[config.mk]
export PLATFORM = sky130hd
export DESIGN_NAME = membank_decoder
export DESIGN_NICKNAME = d
export VERILOG_FILES = /design/src/rtl/mbd_pkg.sv /design/src/rtl/mbd_page_reg.sv /design/src/rtl/mbd_bank_decode.sv /design/src/rtl/mbd_fixed_decode.sv /design/src/rtl/membank_decoder.sv
export SDC_FILE = /design/constraint.sdc
export NUM_CORES = 1
export LEC_CHECK = 0
export ABC_AREA = 1
export CAP_MARGIN = 30
export CORE_AREA = 10 10 47 49
export CTS_CLUSTER_SIZE = 25
export DETAILED_ROUTE_END_ITERATION = 8
export DIE_AREA = 0 0 57 59
export PLACE_DENSITY_LB_ADDON = 0.15
export SYNTH_ARGS = -nofsm -noshare
export SYNTH_HDL_FRONTEND = slang
export SYNTH_SLANG_ARGS = --single-unit
[constraint.sdc]
create_clock -name clk -period 1.2 [get_ports clk]
set_clock_uncertainty 0.05 [all_clocks]
set_input_delay 0.3 -clock clk [delete_from_list [all_inputs] [get_ports clk]]
set_output_delay 0.3 -clock clk [all_outputs]
set_load 0.01 [all_outputs]
[src/rtl/mbd_pkg.sv]
package mbd_pkg;
  localparam int ADDR_W   = 16;
  localparam int DATA_W   = 8;
  localparam int PAGE_W   = 4;
  localparam int NUM_ROM  = 5;
  localparam int BANK_BIT = 2;
  localparam int NV_DW    = 4;
  localparam logic [15:0] PAGE_PORT = 16'hC800;
  localparam logic [15:0] WD_PORT   = 16'hC801;
  localparam logic [5:0]  NV_TAG    = 6'b110011;   // 0xCC00-0xCFFF
  localparam logic [7:0]  WD_MASK   = 8'h3E;
  localparam logic [7:0]  WD_KEY    = 8'h14;
endpackage

[src/rtl/mbd_page_reg.sv]
module mbd_page_reg
  import mbd_pkg::*;
#(
  parameter int AW = ADDR_W,
  parameter int DW = DATA_W,
  parameter int PW = PAGE_W
) (
  input  logic          clk,
  input  logic          rst_n,
  input  logic          bus_valid,
  input  logic          wr_en,
  input  logic [AW-1:0] addr,
  input  logic [DW-1:0] wdata,
  output logic [PW-1:0] page_q,
  output logic          wd_clear
);
  logic page_wr, wd_hit;

  assign page_wr = bus_valid && wr_en && (addr == AW'(PAGE_PORT));
  assign wd_hit  = bus_valid && wr_en && (addr == AW'(WD_PORT)) &&
                   ((wdata & DW'(WD_MASK)) == DW'(WD_KEY));

  always_ff @(posedge clk or negedge rst_n) begin
    if (!rst_n) begin
      page_q   <= '0;
      wd_clear <= 1'b0;
    end else begin
      if (page_wr) page_q <= wdata[PW-1:0];
      wd_clear <= wd_hit;
    end
  end


  page_load_chk: assert property (@(posedge clk) disable iff (!rst_n)
    (bus_valid && wr_en && addr == AW'(PAGE_PORT)) |=> page_q == $past(wdata[PW-1:0]));

  wd_src_chk: assert property (@(posedge clk) disable iff (!rst_n)
    wd_clear |-> $past(bus_valid && wr_en && addr == AW'(WD_PORT)));

  page_hold_chk: assert property (@(posedge clk) disable iff (!rst_n)
    !bus_valid |=> $stable(page_q) && !wd_clear);
endmodule

[src/rtl/mbd_bank_decode.sv]
module mbd_bank_decode
  import mbd_pkg::*;
#(
  parameter int AW = ADDR_W,
  parameter int PW = PAGE_W,
  parameter int NR = NUM_ROM,
  parameter int BB = BANK_BIT
) (
  input  logic          clk,
  input  logic          rst_n,
  input  logic          bus_valid,
  input  logic [AW-1:0] addr,
  input  logic [PW-1:0] page_q,
  output logic [NR-1:0] rom_sel_n
);
  localparam int NWIN = (NR + 1) / 2;
  logic [2:0] win_hit;

  // windows: 16K, 16K, 8K
  assign win_hit[0] = (addr[AW-1:AW-2] == 2'b00);
  assign win_hit[1] = (addr[AW-1:AW-2] == 2'b01);
  assign win_hit[2] = (addr[AW-1:AW-3] == 3'b100);

  for (genvar i = 0; i < NR; i++) begin : g_rom
    localparam bit ODD = (i % 2) == 1;
    localparam int WIN = i / 2;
    assign rom_sel_n[i] = ~(bus_valid && win_hit[WIN] && (page_q[BB] == ODD));
  end


  rom_onehot_chk: assert property (@(posedge clk) disable iff (!rst_n)
    $onehot0(~rom_sel_n));

  rom_high_none_chk: assert property (@(posedge clk) disable iff (!rst_n)
    (addr >= AW'(16'hA000)) |-> &rom_sel_n);
  initial if (NWIN > 3) $error("too many ROM windows");
endmodule

[src/rtl/mbd_fixed_decode.sv]
module mbd_fixed_decode
  import mbd_pkg::*;
#(
  parameter int AW = ADDR_W,
  parameter int DW = DATA_W,
  parameter int NW = NV_DW
) (
  input  logic          clk,
  input  logic          rst_n,
  input  logic          bus_valid,
  input  logic          wr_en,
  input  logic [AW-1:0] addr,
  input  logic [DW-1:0] wdata,
  input  logic          protect_on,
  output logic          ram_sel_n,
  output logic          pal_sel_n,
  output logic          fix_sel_n,
  output logic          hi_sel_n,
  output logic          nv_we_n,
  output logic [NW-1:0] nv_wdata
);
  logic nv_hit, nv_low_q;

  assign ram_sel_n = ~(bus_valid && addr[AW-1:AW-3] == 3'b101);
  assign pal_sel_n = ~(bus_valid && addr[AW-1:AW-5] == 5'b11000);
  assign fix_sel_n = ~(bus_valid && addr[AW-1:AW-3] == 3'b111);
  assign hi_sel_n  = ~(bus_valid && addr[AW-1] && (addr[AW-2] || addr[AW-3]));

  assign nv_hit   = addr[AW-1:AW-6] == NV_TAG;
  assign nv_low_q = addr[9:8] == 2'b00;
  assign nv_we_n  = ~(bus_valid && wr_en && nv_hit && !(protect_on && nv_low_q));
  assign nv_wdata = wdata[NW-1:0];


  nv_prot_chk: assert property (@(posedge clk) disable iff (!rst_n)
    (protect_on && addr[9:8] == 2'b00) |-> nv_we_n);

  hi_cover_chk: assert property (@(posedge clk) disable iff (!rst_n)
    (!ram_sel_n || !pal_sel_n || !fix_sel_n) |-> !hi_sel_n);
endmodule

[src/rtl/membank_decoder.sv]
module membank_decoder
  import mbd_pkg::*;
(
  input  logic                clk,
  input  logic                rst_n,
  input  logic                bus_valid,
  input  logic [ADDR_W-1:0]   addr,
  input  logic [DATA_W-1:0]   wdata,
  input  logic                wr_en,
  input  logic                rd_en,
  input  logic                protect_on,
  output logic [NUM_ROM-1:0]  rom_sel_n,
  output logic                ram_sel_n,
  output logic                pal_sel_n,
  output logic                fix_sel_n,
  output logic                hi_sel_n,
  output logic                nv_we_n,
  output logic [NV_DW-1:0]    nv_wdata,
  output logic                wd_clear
);
  logic [PAGE_W-1:0] page_q;
  logic              rd_unused;
  assign rd_unused = rd_en;

  mbd_page_reg u_page (
    .clk(clk), .rst_n(rst_n), .bus_valid(bus_valid), .wr_en(wr_en),
    .addr(addr), .wdata(wdata), .page_q(page_q), .wd_clear(wd_clear)
  );

  mbd_bank_decode u_bank (
    .clk(clk), .rst_n(rst_n), .bus_valid(bus_valid), .addr(addr),
    .page_q(page_q), .rom_sel_n(rom_sel_n)
  );

  mbd_fixed_decode u_fixed (
    .clk(clk), .rst_n(rst_n), .bus_valid(bus_valid), .wr_en(wr_en),
    .addr(addr), .wdata(wdata), .protect_on(protect_on),
    .ram_sel_n(ram_sel_n), .pal_sel_n(pal_sel_n), .fix_sel_n(fix_sel_n),
    .hi_sel_n(hi_sel_n), .nv_we_n(nv_we_n), .nv_wdata(nv_wdata)
  );


  idle_quiet_chk: assert property (@(posedge clk) disable iff (!rst_n)
    !bus_valid |-> (&rom_sel_n && ram_sel_n && pal_sel_n && fix_sel_n &&
                    hi_sel_n && nv_we_n));
endmodule

[Word-level counts from Yosys, hierarchy flattened]
Cells that the tools add are included.
Word-level totals
  ROM bits: 0
  register bits: 4
  output and inout port bits: 15
  word-level logic and storage cells: 46
  memories kept: 0
  bits in writable memories: 0
  input port bits: 30
  latch bits: 0
Operators by class
  $add $sub $neg: 0
  bitwise logic cells: 11
  mux-type cells: 0
  divide/modulo/power cells: 0
  shift operators: 0
  multiply operators: 0
  reductions and logical operators: 24
  equal/unequal tests: 9
  magnitude comparators: 0
Operators with widths (count)
  16-bit == test (second input constant): 2
  1-bit logical AND: 20
  1-bit inverter: 11
  3-bit == test (second input constant): 3
  6-bit == test (second input constant): 1
  5-bit by 4-bit == test with 1-bit output (second input constant): 1
  5-bit == test (second input constant): 1
  2-bit zero test: 2
  2-bit by 1-bit == test with 1-bit output (second input constant): 1
  1-bit zero test: 1
  1-bit logical OR: 1

[Longest topological paths before layout]
Gate-level depths: netlist of the first run.
  depth after elaboration: 5
  depth in mapped cells: 7
  mapped depth without buffers: 7

[Hierarchy]
From an unflattened synthesis of the first run, not the netlist that was laid out.
Unflattened totals
  cell total of the unflattened synthesis: 86
  area, all modules: 496.7 sq um
By module, submodules not included
  mbd_page_reg: area each 321.6 sq um, cells each 47, seq. area each 125.1 sq um, times used 1
  mbd_fixed_decode: area each 111.4 sq um, cells each 24, seq. area each 0.0 sq um, times used 1
  mbd_bank_decode: area each 63.8 sq um, cells each 15, seq. area each 0.0 sq um, times used 1

[Worst setup path after synthesis of the first run]
Ideal clock, no wire load.
  path type: input -> output
  from: in addr[13]
  to: out nv_we_n
  path buffers: 0
  stages on the path: 4
  arrival time: 0.670 ns
  data required time: 0.850 ns
  path slack: 0.180 ns
  cells stage by stage: nor2_1 > nand2_2 > inv_1 > nand3_1
Between the ends
  cells in the longest elaborated chain, start to end: 4
Ends and longest elaborated chain
  from (decl): RTL line membank_decoder.sv:7  | input logic [ADDR_W-1:0] addr,
  6-bit == test: RTL line mbd_fixed_decode.sv:29  | assign nv_hit = addr[AW-1:AW-6] == NV_TAG;
  1-bit logical AND (2 in series): RTL line mbd_fixed_decode.sv:31  | assign nv_we_n = ~(bus_valid && wr_en && nv_hit && !(protect_on && nv_low_q));
  1-bit inverter: RTL line mbd_fixed_decode.sv:31
  to (decl): RTL line membank_decoder.sv:17  | output logic nv_we_n,
No other way between the ends.

[Worst setup path after layout of the first run]
  from: reg u_page.page_q[2]
  to: out rom_sel_n[2]
Between the ends
  cells in the longest elaborated chain, start to end: 3
Ends and longest elaborated chain
  from (decl): RTL line mbd_page_reg.sv:14  | output logic [PW-1:0] page_q,
  from (signal assigned): RTL line mbd_page_reg.sv:28  | if (page_wr) page_q <= wdata[PW-1:0];
  1-bit inverter: RTL line mbd_bank_decode.sv:27  | assign rom_sel_n[i] = ~(bus_valid && win_hit[WIN] && (page_q[BB] == ODD));
  1-bit logical AND: RTL line mbd_bank_decode.sv:27
  1-bit inverter: RTL line mbd_bank_decode.sv:27
  to (decl): RTL line membank_decoder.sv:12  | output logic [NUM_ROM-1:0] rom_sel_n,
No other way between the ends.

==> metrics.md, run 1 <==
| Metric | Value |
|---|---|
| Status | finished with violations |
| Failing checks | negative setup slack |
| GR Overflow Total | 0 |
| First-pass GRT wire length | 2670 um |
| Diodes inserted | 0 |
| Total CTS buffers | 3 |
| Via density per instance | 4.49 |
| Post-route cell area | 872 um^2 |
| Slowest cell on crit path | dfrtp_1 |
| Crit path DAT | 0.93 ns |
| Per-cell routed wire length | 12.4 um |
| Final Hold Fails | 0 |
| CP bufs+invs | 2 |
| CP Launch Type | flip-flop |
| Setup violations, final | 6 |
| # clock sinks | 2 |
| Final WL | 1610 um |
| WL met1 | 621 um |
| Syn. warnings | 0 |
| Die Wd | ~57 um |
| Power Density | between 400 and 500 nW/um^2 |
| Vias in the first global route | 634 |
| WS Path Type | flip-flop to output pin |
| Slack of the critical path | -0.0772 ns |
| TritonRoute pass-1 iters | 2 |
| Finished Layout Cells | 130 |
| Gr usage total | 0.0941 |
| GP Congestion | 0.784 |
| Unique masters post-synth | 12 |
| Starting Density | 0.219 |
| CTS H-tree lvls | 1 |
| Critical Path Fanout Max | 4 |
| IO Pins | 45 |
| Kind of cell adding the most delay to the critical path | flip-flops |
| Clock root cell | clkbuf_4 |
| Via Count | a little under 600 |
| Peak supply drop | between 0.0003 and 0.0004 V |
| Area after DPL | 777 um^2 |
| CP cell instances | inv_2 -> nand4_1 -> buf_2 |
| Met3 WL | 177 um |
| Hold Path Class | input pin to asynchronous set/reset pin |
| Syn Nets | 86 |
| DRT iter0 DRCs | 3 |
| Fin crit period | 1.28 ns |
| Worst Path Required | 0.85 ns |
| Pins Over Slew Limit | 0 |
| Nets | 146 |
| FMAX | 783 MHz |
| Syn avg cell area | about 5.5 um^2 |
| Core ar. | 1400 um^2 |
| Hold-fix buffers, CTS | 0 |
| Worst skew pair latency | 0.22 ns |
| Mapped Area | 307 um^2 |
| Share of layout cells above drive strength 1 | 0.570 |
| Full die area | 3360 um^2 |
| Max clock buf depth | 2 |
| Slew headroom | 0.884 |
| P&R area growth vs syn | 184% |
| Pleak | ~0.00048 uW |
| Port bufs | 39 |
| Post-synthesis sequential area ratio | 0.163 |
| Final HPWL DP | 1280 um |
| Die Ht | 59 um |
| DRC viols | 0 |
| Max-cap violations | 0 |
| Slowest stage delay, CP | 0.40 ns |
| Largest net degree at the start of global routing | 7 |
| Met2 wire len | 776 um |
| Clk slew on worst S/H paths | 0.03 ns |
| Setup repair after global routing missed its margin | yes |
| Total Power | between 400 and 500 uW |
| Worst Setup End Kind | output pin |
| Placed cells | between 100 and 150 |
| Crit share post-route | 1.06 |
| Highest metal used | met4 |
| Antenna violations before repair | 0 |
| Synthesized flop and latch total | 2 |
| Tightest Pin Transition | between 0.15 and 0.2 ns |
| Antenna-violating nets left | 0 |
| Cell count after synthesis | 56 |
| TritonCTS clock tree | yes |
| Row count | 14 |
==> layout make-up <==
| class | instances | area (um^2) |
|---|---|---|
| inverter | 10 | 37.5 |
| clock buffer | 3 | 22.5 |
| sequential | 2 | 50.0 |
| fill | 143 | 529 |
| multi-input combinational | 40 | 246 |
| tap | 16 | 20.0 |
| timing repair buffer | 59 | 495 |
==> state kept, by name, indices dropped and copies added (netlist names) <==
name,count
u_page.page_q,1
u_page.wd_clear,1
==> what timing repair did <==
item,4_1_cts,5_1_grt
cloned,0,0
resized for setup,111,22
endpoints found under the hold margin,0,0
endpoints found under the setup margin,16,12
pin swaps,10,16
buffers inserted,9,0
==> cells in the mapped netlist, drive strengths merged <==
cell type,count,area [um^2]
buf,4,30.0
dfrtp,2,50.1
inv,10,37.5
nand2,11,43.8
nand3,8,40.0
nand4,5,31.3
nor2,11,43.8
nor3,2,10.0
nor3b,2,15.0
o21ai,1,5.00
==> metal layers <==
layer / up-vias / GRT usage
met4: 0 / 0.0436
met2: 31 / 0.157
met3: 4 / 0.0408
li1: 296 / -
met1: 253 / 0.101
met5: - / 0
==> placed cells by master, fill, tap and decap left out <==
master	netlist	routed
inv_1	10	4
nor3_2	0	1
buf_8	0	1
nand2_1	10	8
dfrtp_1	2	2
clkdlybuf4s50_1	0	3
nand3_2	0	3
buf_6	0	8
nor2_2	1	3
nor2_1	10	6
nand3_1	8	4
buf_2	0	15
dlygate4sd2_1	0	4
nand2_2	1	3
o21ai_0	1	1
buf_4	4	18
nand4_1	5	5
dlymetal6s2s_1	0	8
inv_2	0	6
nor2_4	0	2
nor3b_1	2	2
nor3_1	2	1
nand3_4	0	1
clkbuf_4	0	3
clkdlybuf4s15_1	0	1
clkbuf_2	0	1
==> power breakdown <==
part | leakage (uW) | switching, uW | internal [uW]
sequential | 0.0000280 | 0.00697 | 68.0
combinational | 0.000439 | 76.7 | 118
clock | 0.0000138 | 37.1 | 110
total | 0.000480 | 114 | 297
==> per-stage QoR <==
stage	utilization	TNS (ns)	hold slack, ns	setup slack [ns]
2_1_floorplan	-	0	-0.0456	0.180
3_3_place_gp	0.554	-9.66	0.420	-0.829
3_5_place_dp	0.554	-9.79	0.421	-0.850
4_1_cts	0.574	-0.276	0.187	-0.0857
5_1_grt	0.622	-0.649	0.176	-0.153
6_report	0.622	-0.220	0.189	-0.0772
==> cells by family after synthesis <==
family                 after synthesis  share of synthesized area
flip-flops                           2                      0.163
AND/OR/NAND/NOR                     39                      0.600
buffers and inverters               14                      0.220
AO/OA/AOI/OAI                        1                     0.0163
==> path summary, 6_finish.rpt <==
kind                                              start                           end  slack [ns]  depth (start not counted)
min in group clk                                addr[2]     u_page.wd_clear$_DFF_PN0_        0.34                          4
max reg2reg                u_page.page_q[2]$_DFFE_PN0P_  u_page.page_q[2]$_DFFE_PN0P_        0.41                          3
max                        u_page.page_q[2]$_DFFE_PN0P_                  rom_sel_n[2]       -0.08                          3
max in group asynchronous                         rst_n     u_page.wd_clear$_DFF_PN0_        0.79                          1
min reg2reg                u_page.page_q[2]$_DFFE_PN0P_  u_page.page_q[2]$_DFFE_PN0P_        0.57                          3
min                                               rst_n  u_page.page_q[2]$_DFFE_PN0P_        0.19                          1
Note: power is estimated with default switching activity, not from simulation.
==> inputs of run 2 (changes only) <==
--- a/config.mk
+++ b/config.mk
@@ -7,10 +7,10 @@
 export LEC_CHECK = 0
 export ABC_AREA = 1
 export CAP_MARGIN = 30
-export CORE_AREA = 10 10 47 49
+export CORE_MARGIN = 10
+export CORE_UTILIZATION = 22
 export CTS_CLUSTER_SIZE = 25
 export DETAILED_ROUTE_END_ITERATION = 8
-export DIE_AREA = 0 0 57 59
 export PLACE_DENSITY_LB_ADDON = 0.15
 export SYNTH_ARGS = -nofsm -noshare
 export SYNTH_HDL_FRONTEND = slang
==> constraint.sdc (replaced) <==
create_clock -name clk -period 1.4 [get_ports clk]
set_clock_uncertainty 0.05 [all_clocks]
set_input_delay 0.35 -clock clk [delete_from_list [all_inputs] [get_ports clk]]
set_output_delay 0.35 -clock clk [all_outputs]
set_load 0.01 [all_outputs]
==> run 2 against run 1 <==
The flow now finishes without violations. Sequential cell count unchanged. Clock power down 14%. Sequential power down 14%. Clock-buffer cell count unchanged. Final area down 8.5%. Wire length down 1.6%. Critical path type is now input pin to output pin. Highest routed layer unchanged. Sequential share of layout area up 0.53 points. Combinational power down 18%. Non-clock buffer count down 3. Cell count down 3.1%. Via count down 5.7%.
==> metrics.md, run 2 (synthesis gave the netlist of run 1 again) <==
| Metric | Value |
|---|---|
| DRT iter0 DRCs | 4 (was 3) |
| Nets | 143 (was 146) |
| Final Hold Fails | 0 (unchanged) |
| P&R area growth vs syn | 160% (was 184%) |
| Antenna violations before repair | 0 (unchanged) |
| Row count | 13 (was 14) |
| Fin crit period | about 1.4 ns |
| CP Launch Type | input pin (was flip-flop) |
| GP Congestion | 0.784 (about the same) |
| Top flop regs | u_page.page_q x1, u_page.wd_clear x1 (unchanged) |
| Crit share post-route | 0.972 |
| TritonCTS clock tree | yes (unchanged) |
| # clock sinks | 2 (unchanged) |
| Fin util | 0.613 (was 0.622) |
| Tightest Pin Transition | 0.180 ns (was 0.173 ns) |
| Setup violations, final | 0 (was 6) |
| Commonest non-fill, non-tap cells in the layout | 14 x buf_2, 14 x buf_4, 13 x clkdlybuf4s50_1 (was 18 x buf_4, 15 x buf_2, 8 x nand2_1, 8 x dlymetal6s2s_1, 8 x buf_6) |
| Critical Path Fanout Max | 2 (was 4) |
| WS Path Type | input pin to output pin (was flip-flop to output pin) |
| Clock root cell | clkbuf_4 (unchanged) |
| Placed cells | 118 (was 119) |
| Total CTS buffers | 3 (unchanged) |
| Finished Layout Cells | 126 (was 130) |
| Clk slew on worst S/H paths | 0.03 ns (about the same) |
| Per-cell routed wire length | 12.6 um (was 12.4 um) |
| Share of layout cells above drive strength 1 | 0.486 (was 0.570) |
| Status | completed (was finished with violations) |
| Setup_tns | 0 ns (was -0.220 ns) |
| Worst skew pair latency | 0.22 ns (about the same) |
| Die Wd | 57.3 um (was 57 um) |
| Post-route cell area | 798 um^2 (was 872 um^2) |
| Via density per instance | 4.37 (was 4.49) |
| Final WL | 1590 um (was 1610 um) |
| Power Density | 432 nW/um^2 (was 471 nW/um^2) |
| Largest net degree at the start of global routing | 6 (was 7) |
| Setup repair after global routing missed its margin | no (was yes) |
| Pins Over Slew Limit | 0 (unchanged) |
| Vias in the first global route | 604 (was 634) |
| IO Pins | 45 (unchanged) |
| Peak supply drop | 0.000268 V (was 0.000352 V) |
| Slowest cell on crit path | clkdlybuf4s50_1 (was dfrtp_1) |
| Core ar. | 1300 um^2 (was 1400 um^2) |
| Pleak | 0.000390 uW (was 0.000480 uW) |
| CP cell instances | clkdlybuf4s50_1 -> buf_6 (was inv_2 -> nand4_1 -> buf_2) |
| Area after DPL | 776 um^2 (was 777 um^2) |
| Slack of the critical path | 0.0388 ns (was -0.0772 ns) |
| First-pass GRT wire length | 2570 um (was 2670 um) |
| Full die area | 3290 um^2 (was 3360 um^2) |
| Final HPWL DP | 1270 um (was 1280 um) |
| Worst Path Required | 1.00 ns (was 0.85 ns) |
| Worst Setup End Kind | output pin (unchanged) |
| Gr usage total | 0.0925 (was 0.0941) |
| Slowest stage delay, CP | 0.50 ns (was 0.40 ns) |
| Kind of cell adding the most delay to the critical path | buffers and inverters (was flip-flops) |
| Max-cap violations | 0 (unchanged) |
| Max clock buf depth | 2 (unchanged) |
| FMAX | 735 MHz |
| Diodes inserted | 0 (unchanged) |
| Slew headroom | 0.879 (was 0.884) |
| Crit path DAT | 0.96 ns (was 0.93 ns) |
| Port bufs | 39 (unchanged) |
| Hold Path Class | input pin to asynchronous set/reset pin (unchanged) |
| Via Count | 551 (was 584) |
| Dpl ws | -0.706 ns (was -0.850 ns) |
| GR Overflow Total | 0 (unchanged) |
| TritonRoute pass-1 iters | 2 (unchanged) |
| DRC viols | 0 (unchanged) |
| CP bufs+invs | 2 (unchanged) |
| Antenna-violating nets left | 0 (unchanged) |
| CTS H-tree lvls | 1 (unchanged) |
| Die Ht | 57.3 um (was 59 um) |
| Starting Density | 0.236 (was 0.219) |
==> run 2: changes by cell type in the layout (fill, tap and decap cells not counted), sizes merged <==
cell and change:
buf -10, dlymetal6s2s -7, clkdlybuf4s50 +10, clkdlybuf4s15 +1, clkbuf +3
==> run 2: cell type report <==
| cell class | instances | area (um^2) |
|---|---|---|
| sequential | 2 | 50.0 |
| timing repair buffer | 56 | 438 |
| inverter | 10 | 40.0 |
| multi-input combinational | 40 | 229 |
| clock buffer | 3 | 22.5 |
| tap | 15 | 18.8 |
| fill | 145 | 503 |
==> run 2: where the power goes <==
group / internal [uW] / switching (uW) / leakage [uW]
Combinational: 96.5 / 63.1 / 0.000348
Sequential: 58.3 / 0.00596 / 0.0000280
Clock: 94.5 / 32.3 / 0.0000138
==> run 2: path summary, 6_finish.rpt <==
| path | from | end | slack (ns) | cells after the start |
|---|---|---|---|---|
| max in group asynchronous | rst_n | u_page.wd_clear$_DFF_PN0_ | 0.94 | 1 |
| min in group clk | wdata[2] | u_page.page_q[2]$_DFFE_PN0P_ | 0.46 | 4 |
| max reg2reg | u_page.page_q[2]$_DFFE_PN0P_ | u_page.page_q[2]$_DFFE_PN0P_ | 0.60 | 3 |
| max | wdata[3] | nv_wdata[3] | 0.04 | 2 |
| min | rst_n | u_page.page_q[2]$_DFFE_PN0P_ | 0.24 | 1 |
| min reg2reg | u_page.page_q[2]$_DFFE_PN0P_ | u_page.page_q[2]$_DFFE_PN0P_ | 0.58 | 3 |
==> run 2: stage by stage <==
step                      total power [uW]  hold WS (ns)
after detailed placement               216         0.474
after floorplan                       99.1       0.00441
after CTS                              345         0.239
after global placement                 214         0.470
final                                  345         0.239
after global routing                   366         0.235
==> run 2: what timing repair did <==
action | CTS | global route
setup endpoints to repair | 14 | 8
hold buffers | 0 | 0
gates cloned | 0 | 0
gates resized for setup | 83 | 19
endpoints found under the hold margin | 0 | 0
buffers inserted | 6 | 0
pin swaps | 6 | 9
==> run 2: metal layers <==
layer	share of wire	GRT usage	vias to the layer above
met5	0	0	-
li1	-	-	288
met1	0.39	0.0947	234
met4	0.0082	0.0302	0
met2	0.52	0.171	27
met3	0.081	0.0310	2
==> inputs of run 3 (changes only) <==
--- a/config.mk
+++ b/config.mk
@@ -11,6 +11,7 @@
 export CORE_UTILIZATION = 22
 export CTS_CLUSTER_SIZE = 25
 export DETAILED_ROUTE_END_ITERATION = 8
+export MAX_ROUTING_LAYER = met4
 export PLACE_DENSITY_LB_ADDON = 0.15
 export SYNTH_ARGS = -nofsm -noshare
 export SYNTH_HDL_FRONTEND = slang
==> constraint.sdc (replaced) <==
create_clock -name clk -period 1.4 [get_ports clk]
set_clock_uncertainty 0.05 [all_clocks]
set_input_delay 0.35 -clock clk [delete_from_list [all_inputs] [get_ports clk]]
set_output_delay 0.35 -clock clk [all_outputs]
set_load 0.1 [all_outputs]
==> run 3 against run 2 <==
The flow now finishes with violations (negative setup slack). Power is 41% higher. Sequential share of layout area is 1.7 points lower. Clock power hardly changed. Sequential cell count stayed put. Cell count is 2.4% higher. Sequential power hardly changed. Combinational power is 86% higher. Final area is 37% higher. Register-to-register slack hardly changed. Critical path depth is 1 higher. Global-route usage is 1.3 points higher. Critical endpoint is now rom_sel_n[0]. Largest cell class unchanged.
==> metrics.md, run 3 (synthesis gave the netlist of run 1 again) <==
| Metric | Value |
|---|---|
| Status | finished with violations (was completed) |
| Failing checks | negative setup slack |
| Worst skew pair latency | 0.23 ns (was 0.22 ns) |
| GP Congestion | 0.769 (was 0.784) |
| Fill count | 88 (was 145) |
| R2r startpoint | u_page.page_q[2]$_DFFE_PN0P_ (unchanged) |
| Final Hold Fails | 0 (unchanged) |
| FMAX | 687 MHz (was 735 MHz) |
| Full die area | 3290 um^2 (unchanged) |
| Worst R2R End | u_page.page_q[2]$_DFFE_PN0P_ (unchanged) |
| Port bufs | 39 (unchanged) |
| Largest net degree at the start of global routing | 7 (was 6) |
| Worst Setup End Kind | output pin (unchanged) |
| Critical Path Fanout Max | 4 (was 2) |
| Share of layout cells above drive strength 1 | 0.614 (was 0.486) |
| Worst Path Required | 1.00 ns (about the same) |
| TritonCTS clock tree | yes (unchanged) |
| Vias in the first global route | 635 (was 604) |
| Crit path DAT | 1.06 ns (was 0.96 ns) |
| CP cell instances | inv_2 -> nand4_1 -> buf_12 (was clkdlybuf4s50_1 -> buf_6) |
| DRT iter0 DRCs | 14 (was 4) |
| Pins Over Slew Limit | 0 (unchanged) |
| Most common cell after layout, fill and taps aside | buf_4 |
| Total CTS buffers | 3 (unchanged) |
| Hold-fix buffers, CTS | 0 (unchanged) |
| Worst Setup SP | u_page.page_q[2]$_DFFE_PN0P_ (was wdata[3]) |
| TritonRoute pass-1 iters | 4 (was 2) |
| Nets | 146 (was 143) |
| Die Ht | 57.3 um (unchanged) |
| Reg area | 50.0 um^2 (unchanged) |
| CP Launch Type | flip-flop (was input pin) |
| Slack of the critical path | -0.0562 ns (was 0.0388 ns) |
| Row count | 13 (unchanged) |
| DRC viols | 0 (unchanged) |
| Per-cell routed wire length | 14.5 um (was 12.6 um) |
| Fin crit period | 1.46 ns (was 1.36 ns) |
| Diodes inserted | 0 (unchanged) |
| Max-cap violations | 0 (unchanged) |
| Via Count | 586 (was 551) |
| Max clock buf depth | 2 (unchanged) |
| Fin util | 0.838 (was 0.613) |
| Clock root cell | clkbuf_4 (unchanged) |
| Setup repair after global routing missed its margin | yes (was no) |
| CP bufs+invs | 2 (unchanged) |
| Die Wd | 57.3 um (unchanged) |
| GR Overflow Total | 0 (unchanged) |
| R2R depth | 3 (unchanged) |
| Hold Path Class | input pin to asynchronous set/reset pin (unchanged) |
| IO Pins | 45 (unchanged) |
| Pleak | 0.000509 uW (was 0.000390 uW) |
| Gr usage total | 0.106 (was 0.0925) |
| WS Path Type | flip-flop to output pin (was input pin to output pin) |
| Setup violations, final | 2 (was 0) |
| Power Density | 445 nW/um^2 (was 432 nW/um^2) |
| Final WL | 1870 um (was 1590 um) |
| Clk slew on worst S/H paths | 0.03 ns (about the same) |
| Kind of cell adding the most delay to the critical path | flip-flops (was buffers and inverters) |
| Slowest stage delay, CP | 0.40 ns (was 0.50 ns) |
| Starting Density | 0.236 (unchanged) |
| Commonest non-fill, non-tap cells in the layout | 18 x buf_4, 14 x buf_12, 11 x clkdlybuf4s50_1 (was 14 x buf_2, 14 x buf_4, 13 x clkdlybuf4s50_1) |
| Peak supply drop | 0.000500 V (was 0.000268 V) |
| Flop2flop setup slack | 0.60 ns (about the same) |
| Crit share post-route | 1.04 (was 0.972) |
| # clock sinks | 2 (unchanged) |
| Core ar. | 1300 um^2 (unchanged) |
| CTS H-tree lvls | 1 (unchanged) |
| P&R area growth vs syn | 256% (was 160%) |
| Multi-input logic area | 277 um^2 (was 229 um^2) |
| Slowest cell on crit path | dfrtp_1 (was clkdlybuf4s50_1) |
| Worst hold slack | 0.238 ns (was 0.239 ns) |
| Top flop regs | u_page.page_q x1, u_page.wd_clear x1 (unchanged) |
| First-pass GRT wire length | 2830 um (was 2570 um) |
| Antenna violations before repair | 0 (unchanged) |
| Final HPWL DP | 1400 um (was 1270 um) |
| Antenna-violating nets left | 0 (unchanged) |
| Tightest Pin Transition | 0.222 ns (was 0.180 ns) |
| Via density per instance | 4.54 (was 4.37) |
| Slew headroom | 0.851 (was 0.879) |
-- run 3: final cells by class --
class	instances	share of cell area
multi-input combinational	40	0.254
timing repair buffer	59	0.619
inverter	10	0.0436
sequential	2	0.0459
clock buffer	3	0.0207
tap	15	0.0172
-- run 3: what timing repair did --
action | in CTS | in global routing
setup buffers | 8 | 2
gates resized for setup | 54 | 17
setup endpoints to repair | 15 | 11
pin swaps | 13 | 10
-- run 3: how the worst max path moves through the flow --
stage | end | slack [ns] | cells past startpoint
after detailed placement | nv_we_n | -0.50 | 5
final | rom_sel_n[0] | -0.06 | 3
after global placement | nv_we_n | -0.47 | 5
after global routing | rom_sel_n[0] | -0.08 | 3
after floorplan | rom_sel_n[0] | -0.36 | 2
after CTS | rom_sel_n[0] | -0.08 | 3
-- run 3: through the flow --
stage	total power, uW	worst slack, ns	cell area (um^2)	cells	TNS (ns)
global route	508	-0.0846	1090	129	-0.223
finish	485	-0.0562	1090	129	-0.109
global placement	327	-0.469	945	117	-4.89
floorplan	190	-0.360	343	56	-1.86
detailed placement	330	-0.498	945	117	-5.15
CTS	471	-0.0761	1040	128	-0.138
-- run 3: report_power, final --
group,internal (uW),switching (uW)
combinational,141,157
sequential,58.3,0.00583
clock,94.7,35.1
-- run 3: routing by layer --
layer | share of wire | vias up | routed length, um | GRT usage
met2 | 0.55 | 26 | 1030 | 0.203
met3 | 0.063 | 2 | 117 | 0.0354
li1 | - | 301 | - | -
met1 | 0.38 | 257 | 712 | 0.0995
met4 | 0.0053 | 0 | 10 | 0.0201
met5 | 0 | - | 0 | -
